===== config.mk =====
export PLATFORM = sky130hd
export DESIGN_NAME = i2cev_router
export DESIGN_NICKNAME = d
export VERILOG_FILES = /design/src/rtl/i2cev_pkg.sv /design/src/rtl/i2cev_ctrl.sv /design/src/rtl/i2cev_flags.sv /design/src/rtl/i2cev_route.sv /design/src/rtl/i2cev_router.sv
export SDC_FILE = /design/constraint.sdc
export NUM_CORES = 1
export LEC_CHECK = 0
export BUFFER_PORTS_ARGS = -buffer_cell sky130_fd_sc_hd__buf_4
export CORE_MARGIN = 1
export CORE_UTILIZATION = 30
export CTS_CLUSTER_DIAMETER = 60
export DETAILED_ROUTE_END_ITERATION = 7
export RECOVER_POWER = 50
export SYNTH_ARGS = -nofsm -noshare
export SYNTH_HDL_FRONTEND = slang
export SYNTH_HIERARCHICAL = 1
export SYNTH_SLANG_ARGS = --single-unit

===== constraint.sdc =====
create_clock -name clk -period 0.8 [get_ports clk]
set_input_delay 0.08 -clock clk [delete_from_list [all_inputs] [get_ports clk]]
set_output_delay 0.08 -clock clk [all_outputs]
set_load 0.01 [all_outputs]

===== src/rtl/i2cev_pkg.sv =====
package i2cev_pkg;
    localparam int EV_N  = 6;
    localparam int REG_W = EV_N + 1;
    localparam int CTL_W = 4;

    localparam int EV_DONE  = 0;
    localparam int EV_ADDR  = 1;
    localparam int EV_ARB   = 2;
    localparam int EV_SCLTO = 3;
    localparam int EV_STUCK = 4;
    localparam int EV_WAKE  = 5;

    localparam int SB_SHARED = 0;

    typedef struct packed {
        logic wake_en;
        logic stuck_en;
        logic dma_mode;
        logic irq_en;
    } ctrl_t;

    function automatic int stat_bit(input int ev);
        return ev + 1;
    endfunction

    function automatic logic shared_hit(input logic [EV_N-1:0] ev, input ctrl_t c);
        return ev[EV_DONE] | ev[EV_ADDR] | ev[EV_ARB] | ev[EV_SCLTO]
             | (ev[EV_STUCK] & c.stuck_en) | (ev[EV_WAKE] & c.wake_en);
    endfunction
endpackage


===== src/rtl/i2cev_ctrl.sv =====
module i2cev_ctrl
    import i2cev_pkg::*;
(
    input  logic             clk,
    input  logic             rst,
    input  logic             wr,
    input  logic [CTL_W-1:0] wdata,
    output ctrl_t            ctrl
);
    always_ff @(posedge clk) begin
        if (rst)
            ctrl <= '0;
        else if (wr)
            ctrl <= ctrl_t'(wdata);
    end
endmodule


===== src/rtl/i2cev_flags.sv =====
module i2cev_flags
    import i2cev_pkg::*;
(
    input  logic             clk,
    input  logic             rst,
    input  ctrl_t            ctrl,
    input  logic [EV_N-1:0]  ev,
    input  logic [REG_W-1:0] clr,
    output logic [REG_W-1:0] flags
);
    logic [REG_W-1:0] set_v;

    always_comb begin
        set_v            = '0;
        set_v[SB_SHARED] = shared_hit(ev, ctrl);
        for (int k = 0; k < EV_N; k++)
            set_v[stat_bit(k)] = ev[k];
    end

    for (genvar b = 0; b < REG_W; b++) begin : g_bit
        always_ff @(posedge clk) begin
            if (rst)
                flags[b] <= 1'b0;
            else
                flags[b] <= set_v[b] | (flags[b] & ~clr[b]);
        end

        assert_w1c_R5: assert property (@(posedge clk) disable iff (rst)
            (clr[b] && !set_v[b]) |=> !flags[b]);

        // a set in the clearing cycle survives
        assert_set_wins_R6: assert property (@(posedge clk) disable iff (rst)
            (set_v[b] && clr[b]) |=> flags[b]);
    end

    for (genvar k = 0; k < EV_N; k++) begin : g_ev
        assert_event_sets_R2: assert property (@(posedge clk) disable iff (rst)
            ev[k] |=> flags[k+1]);
    end
endmodule


===== src/rtl/i2cev_route.sv =====
module i2cev_route
    import i2cev_pkg::*;
(
    input  logic             clk,
    input  logic             rst,
    input  ctrl_t            ctrl,
    input  logic [REG_W-1:0] flags,
    input  logic             done_ev,
    input  logic             strobe,
    output logic             irq,
    output logic             dma_req
);
    logic err_any;
    logic dma_set;

    assign err_any = flags[stat_bit(EV_ARB)] | flags[stat_bit(EV_SCLTO)];
    assign dma_set = done_ev & ctrl.irq_en & ctrl.dma_mode;

    always_comb begin
        if (!ctrl.irq_en)
            irq = 1'b0;
        else if (ctrl.dma_mode)
            irq = err_any;
        else
            irq = flags[SB_SHARED];
    end

    always_ff @(posedge clk) begin
        if (rst)
            dma_req <= 1'b0;
        else
            dma_req <= dma_set | (dma_req & ~strobe);
    end

    assert_dma_hold_R7: assert property (@(posedge clk) disable iff (rst)
        (dma_req && !strobe) |=> dma_req);

    assert_dma_gate_R9: assert property (@(posedge clk) disable iff (rst)
        $rose(dma_req) |-> $past(ctrl.irq_en && ctrl.dma_mode && done_ev));
endmodule


===== src/rtl/i2cev_router.sv =====
module i2cev_router
    import i2cev_pkg::*;
(
    input  logic             clk,
    input  logic             rst,
    input  logic [EV_N-1:0]  evt_pulse,
    input  logic             reg_we,
    input  logic             reg_sel,
    input  logic [REG_W-1:0] reg_wdata,
    output logic [REG_W-1:0] reg_rdata,
    input  logic             data_strobe,
    output logic             irq,
    output logic             dma_req
);
    ctrl_t            ctrl;
    logic [REG_W-1:0] flags;
    logic [REG_W-1:0] clr_mask;
    logic             ctl_wr;

    assign ctl_wr   = reg_we & ~reg_sel;
    assign clr_mask = (reg_we & reg_sel) ? reg_wdata : '0;

    i2cev_ctrl u_ctrl (
        .clk   (clk),
        .rst   (rst),
        .wr    (ctl_wr),
        .wdata (reg_wdata[CTL_W-1:0]),
        .ctrl  (ctrl)
    );

    i2cev_flags u_flags (
        .clk   (clk),
        .rst   (rst),
        .ctrl  (ctrl),
        .ev    (evt_pulse),
        .clr   (clr_mask),
        .flags (flags)
    );

    i2cev_route u_route (
        .clk     (clk),
        .rst     (rst),
        .ctrl    (ctrl),
        .flags   (flags),
        .done_ev (evt_pulse[EV_DONE]),
        .strobe  (data_strobe),
        .irq     (irq),
        .dma_req (dma_req)
    );

    always_comb begin
        if (reg_sel)
            reg_rdata = flags;
        else
            reg_rdata = {{(REG_W-CTL_W){1'b0}}, ctrl};
    end

    assert_reset_quiet_R1: assert property (@(posedge clk)
        rst |=> (!irq && !dma_req && flags == '0));
endmodule


Yosys cells after proc, flatten, opt, wreduce, memory -nomap -nowiden:

Index checks and enable logic that the tools add are counted.

* register bits: 12
* bits of input ports: 18
* output and inout bits: 9
* word-level logic and storage cells: 53

* mux-type cells: 4
* bitwise logic cells: 37

Operators with widths (number)
* $and A1 B1 Y1: 14
* $mux W7: 2
* $or A1 B1 Y1: 14
* $not A1 Y1: 9
* $mux W1: 2

Longest topological paths before layout:

Gate-level depths: netlist (run 1).

* word-level depth: 6
* mapped depth: 4
* gate-level depth less buffers: 3

Hierarchy:

Netlist (run 1), hierarchy kept.

By module, submodules not included
* i2cev_flags: times used 1, cells an instance 29, area an instance 262.8 sq um
* i2cev_ctrl: times used 1, cells an instance 13, area an instance 140.1 sq um
* i2cev_router: times used 1, cells an instance 16, area an instance 127.6 sq um
* i2cev_route: times used 1, cells an instance 7, area an instance 50.0 sq um

Worst setup path after synthesis (run 1):

Ideal clock, no wire load.

* kind: input -> register
* start point: input reg_sel
* end point: register, netlist name u_ctrl/ctrl[0]
* library setup time: 0.114 ns
* data arrival time: 0.633 ns
* data required time: 0.686 ns
* setup slack: 0.053 ns
* stages: 4
* cells stage by stage: and2b_2 -> clkbuf_2 -> mux2i_1 -> nor2_1

* longest elaborated chain between the ends: 2

RTL lines
* start, declared: line i2cev_router.sv:8 `input logic reg_sel,`
* $not A1 Y1: line i2cev_router.sv:20 `assign ctl_wr = reg_we & ~reg_sel;`
* $and A1 B1 Y1: line i2cev_router.sv:20

Every way passes these cells.
A chain may end at the register's enable or synchronous reset.

Worst setup path after layout (run 1):

* start point: register, netlist name u_ctrl/ctrl[1]
* end point: output reg_rdata[1]

* longest elaborated chain between the ends: 1

RTL lines
* $mux W7: line i2cev_router.sv:52 `if (reg_sel)`
* end, declared: line i2cev_router.sv:10 `output logic [REG_W-1:0] reg_rdata,`

Every way passes these cells.

==> results of run 1 <==
==> how the worst max path moves through the flow <==
stage | to | slack [ns] | cells after the start
after global placement | u_ctrl/ctrl[1]$_SDFFE_PP0P_ | -0.08 | 4
after floorplan | u_ctrl/ctrl[0]$_SDFFE_PP0P_ | 0.05 | 4
after detailed placement | u_ctrl/ctrl[3]$_SDFFE_PP0P_ | -0.10 | 4
after global routing | reg_rdata[1] | -0.32 | 2
after CTS | reg_rdata[1] | -0.28 | 2
final | reg_rdata[1] | -0.27 | 2
==> repair_timing <==
item | 4_1_cts | 5_1_grt
endpoints found under the setup margin | 9 | 12
resized for setup | 26 | 2
buffers inserted | 2 | 0
pin swaps | 4 | 1
==> placed cells by master (no fill, tap or decap), drive strengths merged <==
| cell type | count |
|---|---|
| o21ai | 1 |
| nor4 | 1 |
| clkbuf | 5 |
| and3 | 7 |
| a22oi | 1 |
| inv | 6 |
| dfxtp | 12 |
| a21oi | 8 |
| and2 | 3 |
| nor2 | 5 |
| buf | 30 |
| nand3 | 1 |
| and2b | 1 |
| mux2 | 4 |
| mux2i | 4 |
| a31oi | 1 |
| nand2b | 8 |
==> stage by stage <==
stage,utilization,power [uW]
floorplan,-,777.9
global placement,0.4610,923.6
detailed placement,0.4610,927.2
CTS,0.5298,1461
global route,0.5319,1531
finish,0.5319,1443
==> routing by layer <==
metal	wire length (um)	share of wire	vias to the layer above
met5	0	0	-
met4	0	0	0
met3	88	0.059	0
met2	751	0.50	18
met1	650	0.44	264
li1	-	-	288
==> worst max-delay path, delay by kind of cell (launching register included) <==
family / cells / cell delay, ns
buf+inv: 1 / 0.12
mux: 1 / 0.27
flops: 1 / 0.34
==> kinds of logic (layout without fill, tap and decap cells) <==
logic type	count (synthesis)	count (layout)	share of synthesized area
and+or+nand+nor	26	26	0.2715
AOI/OAI and AO/OA	11	11	0.1013
buffers and inverters	8	41	0.06680
DFF	12	12	0.4138
muxes	8	8	0.1465
==> state kept, by name, summed over array words and instances, names as in the netlist <==
signal,cells
u_route/dma_req,1
u_ctrl/ctrl,4
u_flags/flags,7
==> Yosys cell counts, types with 3 or more instances <==
| cell type | number |
|---|---|
| mux2i_1 | 4 |
| mux2_2 | 4 |
| a21oi_1 | 8 |
| and2_1 | 3 |
| nor2_1 | 5 |
| dfxtp_1 | 12 |
| inv_1 | 6 |
| and3_1 | 7 |
| nand2b_1 | 8 |
==> power by group through the flow <==
stage	Sequential, uW	Combinational [uW]	Clock [uW]
2_1_floorplan	662	116	0
3_3_place_gp	668	256	0
3_5_place_dp	667	260	0
4_1_cts	659	307	494
5_1_grt	665	332	534
6_report	661	307	475
==> final cells by class <==
type                            count  area share
Multi-Input combinational cell     45      0.3547
Timing Repair Buffer               31      0.2800
Sequential cell                    12      0.2693
Clock buffer                        4     0.03867
Tap cell                           25     0.03333
Inverter                            6     0.02400
==> metrics.csv, run 1 <==
metric;value;unit
die_h;45.99;um
synthTopCellsByArea;dfxtp_1, nand2b_1, mux2_2;
worstSetupPathType;reg2out;
min_delay_worst_endpoint;u_flags/flags[3]$_SDFF_PP0_;
drt_iter0_drc;4;
ant_nets;0;
synthArstFlopShare;0;
combPwrFrac;0.213;
fin_area;938.4;um2
grt_first_pass_wirelength;2.201;mm
synthesis.area;580.6;um2
syn2layout_area_growth;61.64;%
synth-edff-count;0;
worstReg2RegStart;u_ctrl/ctrl[2]$_SDFFE_PP0P_;
synth_cells;65;
grt_pass1_vias;499;
use_met1;0.1727;
min_from;evt_pulse[2];
power_frac_seq;0.458;
setup.worst_path.start;u_ctrl/ctrl[1]$_SDFFE_PP0P_;
cts.sinks;12;
syn_nets;83;
worstRegToRegCells;3;
ys_ff_latch;12;
synth_flop_cell;dfxtp_1;
grt_use_met3;0.07143;
finalSetupTns;-1.655;ns
clkPwrFrac;0.329;
p_int;1103;uW
ys_types;17;
cts_hold_buffers;0;
slew_violations;0;
num_vias;570;
track_usage;0.1530;
viasPerCell;4.634;
placed_cells;117;
antenna_cells;0;
die-area;2115;um2
slew_headroom;0.8506;
rsz0062_at_grt;true;
worstSetupEndpointType;primary output;
grt.busiest_layer;met2;
switching_power;340.2;uW
wl;1.490;mm
outcome;finished with violations;
avgRoutedWirePerCell;12.11;um
yosysTopAreaCellShare;0.4138;
cts_root_buf;clkbuf_4;
dpl.hpwl;1.080;mm
cp_max_fo;4;
slowest_stage;dfxtp_2;
regToRegSetupSlack;0;ns
ir_drop;0.001001;V
dp_slack;-0.1015;ns
timing.rr.end;u_flags/flags[0]$_SDFF_PP0_;
skew;0.001268;ns
multi_input_area;332.8;um2
gp_congestion;0.7980;
use_met2;0.2507;
max_clock_freq;930.7;MHz
io_buffers;26;
numCtsBuffers;3;
cp-start-kind;flip-flop;
num_rows;15;
whs;0.05177;ns
fin_ws;-0.2745;ns
yosysWarnings;6;
min_path_cells;3;
hold_violations;0;
path_cells;mux2_4 > buf_6;
setup_violations;8;
finalNonFillerCells;123;
p_leak;0.0004635;uW
hold_class;in2reg;
placed_cell_area;813.3;um2
ff_latch_area;252.7;um2
drc_errors;0;
violations;negative setup slack;
grt_max_degree;13;
clkTransAtPathRegs;0.07;ns
required;0.72;ns
clock_path_buffers;2;
syn_avg_cell_area;8.932;um2
fp.coreArea;1764;um2
nets;117;
tightestPinTransition;0.2241;ns
period_needed;1.075;ns
slowest_delay;0.34;ns
antenna_found_initial;0;
initial_utilization;0.3291;
drt_pre_antenna_iters;4;
ys_seq_area_frac;0.4138;
io_pins;27;
drive_above_1_share;0.5612;
post-route-period-util;1.343;
crit_arrival;0.99;ns
die_w;45.99;um
htreeDepth;1;
cap_violations;0;
fillCellCount;194;
tritoncts;yes;
worstSkewPairLatency;0.27;ns
switching_share;0.2358;
synth_area_leader_cell;dfxtp_1;
power_per_cell_area;1538;nW/um2
grt_overflow;0;
No activity file was read; power rests on OpenSTA's default activity.
==> run 2: changes to the inputs <==
--- a/config.mk
+++ b/config.mk
@@ -8,6 +8,7 @@
 export BUFFER_PORTS_ARGS = -buffer_cell sky130_fd_sc_hd__buf_4
 export CORE_MARGIN = 1
 export CORE_UTILIZATION = 30
+export CTS_BUF_LIST = sky130_fd_sc_hd__clkbuf_8 sky130_fd_sc_hd__clkbuf_16
 export CTS_CLUSTER_DIAMETER = 60
 export DETAILED_ROUTE_END_ITERATION = 7
 export RECOVER_POWER = 50
==> run 2 against run 1 <==
Net effect: the run still ends with negative setup slack left; total power rose by 12%; worst hold slack improved by 0.039 ns; routed wire length fell by 1.5%; flip-flop and latch count did not move; combinational power barely moved; register-to-register slack barely moved; critical path depth did not move; cell count did not move; largest power group unchanged.
==> metrics.csv, run 2 (same netlist as run 1, synthesis figures left out) <==
metric;value;unit;change
finalSetupTns;-1.314;ns;+0.3403 ns
path_cells;mux2_4 > buf_6;;
io_buffers;26;;unchanged
worstSkewPairLatency;0.24;ns;-0.03 ns
period_needed;1.031;ns;-0.04312 ns
switching_share;0.2178;;-0.01804
max_clock_freq;969.6;MHz;+4.2%
crit_arrival;0.95;ns;-0.04 ns
rsz0062_at_grt;true;;
nets;117;;unchanged
wl;1.468;mm;-1.5%
timing.rr.end;u_flags/flags[0]$_SDFF_PP0_;;
drive_above_1_share;0.5510;;-0.01020
violations;negative setup slack;;
track_usage;0.1513;;-0.001627
num_rows;15;;unchanged
antenna_found_initial;0;;unchanged
ir_drop;0.001295;V;+29%
min_from;reg_wdata[2];;
ff_latch_area;251.5;um2;-0.49%
cts.sinks;12;;unchanged
worstSetupEndpointType;primary output;;
power_frac_seq;0.411;;-0.047
antenna_cells;0;;unchanged
cp_max_fo;4;;unchanged
tritoncts;yes;;
outcome;finished with violations;;
die_w;45.99;um;unchanged
slowest_delay;0.33;ns;about the same
die_h;45.99;um;unchanged
clkTransAtPathRegs;0.05;ns;-0.02 ns
die-area;2115;um2;unchanged
fillCellCount;190;;-2.1%
num_vias;572;;+0.35%
io_pins;27;;unchanged
numCtsBuffers;3;;unchanged
whs;0.09066;ns;+0.03889 ns
gp_congestion;0.7980;;unchanged
grt_pass1_vias;491;;-1.6%
clkPwrFrac;0.399;;+0.070
min_delay_worst_endpoint;u_ctrl/ctrl[2]$_SDFFE_PP0P_;;
drt_iter0_drc;2;;-2
finalNonFillerCells;123;;unchanged
required;0.72;ns;about the same
fin_ws;-0.2314;ns;+0.04312 ns
cts_root_buf;clkbuf_8;;
grt_overflow;0;;unchanged
reg_top3;u_flags/flags x7, u_ctrl/ctrl x4, u_route/dma_req x1;;
p_leak;0.0004701;uW;+1.4%
slew_headroom;0.8516;;+0.0009990
drc_errors;0;;unchanged
hold_violations;0;;unchanged
syn2layout_area_growth;64.01;%;
viasPerCell;4.650;;+0.35%
worstSetupPathType;reg2out;;
hold_class;in2reg;;
crit_family;flip-flops;;
power_per_cell_area;1694;nW/um2;+10%
p_int;1262;uW;+14%
tightestPinTransition;0.2226;ns;-0.001500 ns
switching_power;351.2;uW;+3.2%
cts_hold_buffers;0;;unchanged
initial_utilization;0.3291;;unchanged
clock_path_buffers;2;;unchanged
skew;0.0009852;ns;-0.0002826 ns
avgRoutedWirePerCell;11.93;um;-1.5%
final_common_cell;buf_4;;
min_path_cells;3;;unchanged
slew_violations;0;;unchanged
htreeDepth;1;;unchanged
regMostFlops;u_flags/flags;;
dpl.hpwl;1.080;mm;unchanged
largest_reg_flops;7;;unchanged
fp.coreArea;1764;um2;unchanged
dp_slack;-0.1015;ns;unchanged
regToRegSetupSlack;0;ns;unchanged
cp-start-kind;flip-flop;;
cap_violations;0;;unchanged
slowest_stage;dfxtp_2;;
grt_max_degree;13;;unchanged
placed_cells;117;;unchanged
post-route-period-util;1.289;;-0.05390
worstRegToRegCells;3;;unchanged
drt_pre_antenna_iters;4;;unchanged
mostFrequentLayoutCells;buf_4, dfxtp_2, buf_6, nand2b_1;;
final_util;0.5397;;+0.007801
worstReg2RegStart;u_ctrl/ctrl[2]$_SDFFE_PP0P_;;
multi_input_area;332.8;um2;unchanged
grt_first_pass_wirelength;2.166;mm;-1.6%
setup_violations;9;;+1
ant_nets;0;;unchanged
cp_num_buf_inv;1;;unchanged
combPwrFrac;0.190;;-0.023
## run 2: cell types whose count changed in the layout (fill, tap and decap cells not counted)
cell,previous run,this run
dfxtp_2,10,9
buf_6,9,8
buf_4,21,22
clkbuf_8,1,4
clkbuf_4,3,0
dfxtp_1,2,3
## run 2: routing by layer
metal  vias up  global-route usage  share of wire
li1        286                   -              -
met1       265              0.1727           0.44
met2        19              0.2451           0.49
met3         2             0.07143          0.055
met4         0             0.05294          0.012
met5         -                   0              0
## run 2: power by group through the flow
stage                     sequential [uW]  combinational (uW)  clock, uW
after floorplan                       662                 116          0
after global placement                668                 256          0
after detailed placement              667                 260          0
after CTS                             661                 307        669
after global routing                  666                 332        709
final                                 662                 307        644
## run 2: worst min-delay path, cell delays in order
cell and delay, ns:
buf_4 0.08, mux2i_1 0.06, nor2_1 0.07
## run 2: timing repair
item	in CTS	in global routing
resized for setup	24	2
setup endpoints to repair	8	11
buffers inserted	2	0
pin swaps	4	0
endpoints found under the hold margin	0	0
## run 2: through the flow
step / power, uW / cell area (um2)
floorplan: 777.9 / 580.6
global placement: 923.6 / 813.3
detailed placement: 927.2 / 813.3
CTS: 1637 / 948.4
global route: 1706 / 952.2
finish: 1613 / 952.2
## run 2: worst max-delay path by stage
stage,from,endpoint,cells after the start
floorplan,reg_sel,u_ctrl/ctrl[0]$_SDFFE_PP0P_,4
finish,u_ctrl/ctrl[1]$_SDFFE_PP0P_,reg_rdata[1],2
CTS,u_ctrl/ctrl[1]$_SDFFE_PP0P_,reg_rdata[1],2
detailed placement,reg_sel,u_ctrl/ctrl[3]$_SDFFE_PP0P_,4
global route,u_ctrl/ctrl[1]$_SDFFE_PP0P_,reg_rdata[1],2
global placement,reg_sel,u_ctrl/ctrl[1]$_SDFFE_PP0P_,4
## run 2: final cells by class
cell class,count,area share
inverters,6,0.02365
repair buffers,31,0.2720
well taps,25,0.03285
clock buffers,4,0.05782
multi-input cells,45,0.3495
flip-flops and latches,12,0.2641
==> run 3: changes to the inputs <==
--- a/config.mk
+++ b/config.mk
@@ -6,7 +6,7 @@
 export NUM_CORES = 1
 export LEC_CHECK = 0
 export BUFFER_PORTS_ARGS = -buffer_cell sky130_fd_sc_hd__buf_4
-export CORE_MARGIN = 1
+export CORE_MARGIN = 2
 export CORE_UTILIZATION = 30
 export CTS_BUF_LIST = sky130_fd_sc_hd__clkbuf_8 sky130_fd_sc_hd__clkbuf_16
 export CTS_CLUSTER_DIAMETER = 60
==> constraint.sdc (replaced) <==
create_clock -name clk -period 0.8 [get_ports clk]
set_input_delay 0.12 -clock clk [delete_from_list [all_inputs] [get_ports clk]]
set_output_delay 0.12 -clock clk [all_outputs]
set_load 0.01 [all_outputs]
==> run 3 against run 2 <==
Net effect: the run still ends with negative setup slack left; worst hold slack better by 0.035 ns; sequential share of layout area grew 0.27 points; utilization is 0.28 points lower; setup slack worse by 0.049 ns; clock skew barely moved; via count shrank 0.35%; cell area fell by 0.53%; register-to-register slack lost 0.04 ns; fmax is 4.5% lower; routed wire length increased by 1.0%; critical path type unchanged; largest cell class unchanged.
==> metrics.csv, run 3 (same netlist as run 1, synthesis figures left out) <==
metric;value;unit;change
cts.sinks;12;;unchanged
slew_violations;0;;unchanged
reg_top3;u_flags/flags x7, u_ctrl/ctrl x4, u_route/dma_req x1;;
cp_num_buf_inv;1;;unchanged
combPwrFrac;0.186;;-0.004
io_buffers;26;;unchanged
tritoncts;yes;;
cts_root_buf;clkbuf_8;;
worstRegToRegCells;3;;unchanged
fin_area;947.2;um2;-0.53%
path_cells;mux2_4 > buf_6;;
final_util;0.5369;;-0.002837
placed_cell_area;820.8;um2;+0.92%
p_leak;0.0004677;uW;-0.50%
clkTransAtPathRegs;0.05;ns;about the same
regMostFlops;u_flags/flags;;
min_delay_worst_endpoint;u_ctrl/ctrl[3]$_SDFFE_PP0P_;;
tightestPinTransition;0.1861;ns;-0.03651 ns
setup_violations;9;;unchanged
avgRoutedWirePerCell;12.06;um;+1.0%
slowest_delay;0.32;ns;about the same
die_w;47.99;um;+4.3%
max_clock_freq;926.0;MHz;-4.5%
hold_violations;0;;unchanged
antenna_found_initial;0;;unchanged
gp_congestion;0.7813;;-2.1%
drt_pre_antenna_iters;4;;unchanged
drt_iter0_drc;6;;+4
grt_pass1_vias;520;;+5.9%
ir_drop;0.0009355;V;-28%
period_needed;1.080;ns;+0.04851 ns
finalPower;1619;uW;+0.38%
ff_latch_area;252.7;um2;+0.50%
clkPwrFrac;0.404;;+0.005
fin_ws;-0.2799;ns;-0.04852 ns
num_rows;15;;unchanged
rsz0062_at_grt;true;;
dpl.hpwl;1.099;mm;+1.8%
hold_class;in2reg;;
crit_arrival;0.96;ns;about the same
final_common_cell;buf_4;;
track_usage;0.1383;;-0.01307
worstReg2RegStart;u_ctrl/ctrl[2]$_SDFFE_PP0P_;;
drive_above_1_share;0.5612;;+0.01020
viasPerCell;4.634;;-0.35%
worstSetupPathType;reg2out;;
cp_num_cells;2;;unchanged
grt_overflow;0;;unchanged
clock_path_buffers;2;;unchanged
die_h;47.99;um;+4.3%
power_per_cell_area;1709;nW/um2;+0.91%
nets;117;;unchanged
timing.rr.end;u_flags/flags[0]$_SDFF_PP0_;;
worstSetupEndpointType;primary output;;
cp_max_fo;2;;-2
drc_errors;0;;unchanged
slowest_stage;dfxtp_2;;
p_int;1258;uW;-0.26%
skew;0.001321;ns;+0.0003356 ns
required;0.68;ns;-0.04 ns
ant_nets;0;;unchanged
worstSkewPairLatency;0.24;ns;about the same
crit_family;flip-flops;;
outcome;finished with violations;;
cap_violations;0;;unchanged
initial_utilization;0.3291;;unchanged
die-area;2303;um2;+8.9%
grt_first_pass_wirelength;2.132;mm;-1.6%
cp-start-kind;flip-flop;;
violations;negative setup slack;;
htreeDepth;1;;unchanged
multi_input_area;321.6;um2;-3.4%
switching_power;360.6;uW;+2.7%
post-route-period-util;1.350;;+0.06064
switching_share;0.2227;;+0.004958
fillCellCount;191;;+0.53%
finalSetupTns;-1.690;ns;-0.3753 ns
numCtsBuffers;3;;unchanged
antenna_cells;0;;unchanged
mostFrequentLayoutCells;buf_4, dfxtp_2, buf_6, nand2b_1, a21oi_1;;
min_from;reg_wdata[3];;
syn2layout_area_growth;63.15;%;
num_vias;570;;-0.35%
min_path_cells;3;;unchanged
fp.coreArea;1764;um2;unchanged
power_frac_seq;0.409;;-0.002
slew_headroom;0.8749;;+0.02331
largest_reg_flops;7;;unchanged
grt_max_degree;13;;unchanged
regToRegSetupSlack;-0.04;ns;-0.04 ns
io_pins;27;;unchanged
wl;1.483;mm;+1.0%
cts_hold_buffers;0;;unchanged
==> run 3: cell types whose count changed in the layout (fill, tap and decap cells not counted) <==
cell,previous run,this run
a21oi_2,1,0
mux2_4,4,2
dfxtp_1,3,2
buf_6,8,9
clkbuf_2,0,1
buf_4,22,21
a21oi_1,7,8
mux2_2,0,2
clkbuf_1,1,0
dfxtp_2,9,10
==> run 3: how the worst max path moves through the flow <==
stage                                           start                     endpoint  slack (ns)
after floorplan                               reg_sel  u_ctrl/ctrl[0]$_SDFFE_PP0P_        0.01
after global placement                        reg_sel  u_ctrl/ctrl[1]$_SDFFE_PP0P_       -0.12
after detailed placement                      reg_sel  u_ctrl/ctrl[1]$_SDFFE_PP0P_       -0.13
after CTS                 u_ctrl/ctrl[1]$_SDFFE_PP0P_                 reg_rdata[1]       -0.28
after global routing      u_ctrl/ctrl[2]$_SDFFE_PP0P_                 reg_rdata[2]       -0.31
final                     u_ctrl/ctrl[2]$_SDFFE_PP0P_                 reg_rdata[2]       -0.28
==> run 3: power groups by stage <==
stage / clock [uW] / sequential, uW / combinational, uW
finish: 655 / 662 / 302
global placement: 0 / 667 / 261
detailed placement: 0 / 668 / 264
global route: 702 / 667 / 328
CTS: 675 / 661 / 301
floorplan: 0 / 662 / 116
==> run 3: what timing repair did <==
item	in CTS	in global routing
cloned	0	0
hold endpoints to repair	0	0
endpoints found under the setup margin	10	11
resized for setup	23	2
pin swaps	3	0
setup buffers	1	0
==> run 3: cell type report <==
class                      instances  area share
clock buffer                       4     0.05812
inverter                           6     0.02378
multi-input combinational         45      0.3395
sequential                        12      0.2668
tap                               25     0.03303
timing repair buffer              31      0.2787
==> run 3: worst min-delay path, cell delays in order <==
cell and delay (ns):
buf_4 0.09, mux2i_1 0.06, nor2_1 0.07
==> run 3: through the flow <==
stage	hold WS, ns	cells	setup slack [ns]
floorplan	0.1891	65	0.01279
global placement	0.3680	118	-0.1180
detailed placement	0.3743	118	-0.1325
CTS	0.1224	123	-0.2838
global route	0.1263	123	-0.3058
finish	0.1261	123	-0.2799
==> run 3: per-layer routing <==
metal / wire, um / vias to the layer above / GRT usage
li1: - / 287 / -
met1: 642 / 259 / 0.1577
met2: 714 / 20 / 0.2240
met3: 86 / 4 / 0.05660
met4: 40 / 0 / 0.06486
met5: 0 / - / 0
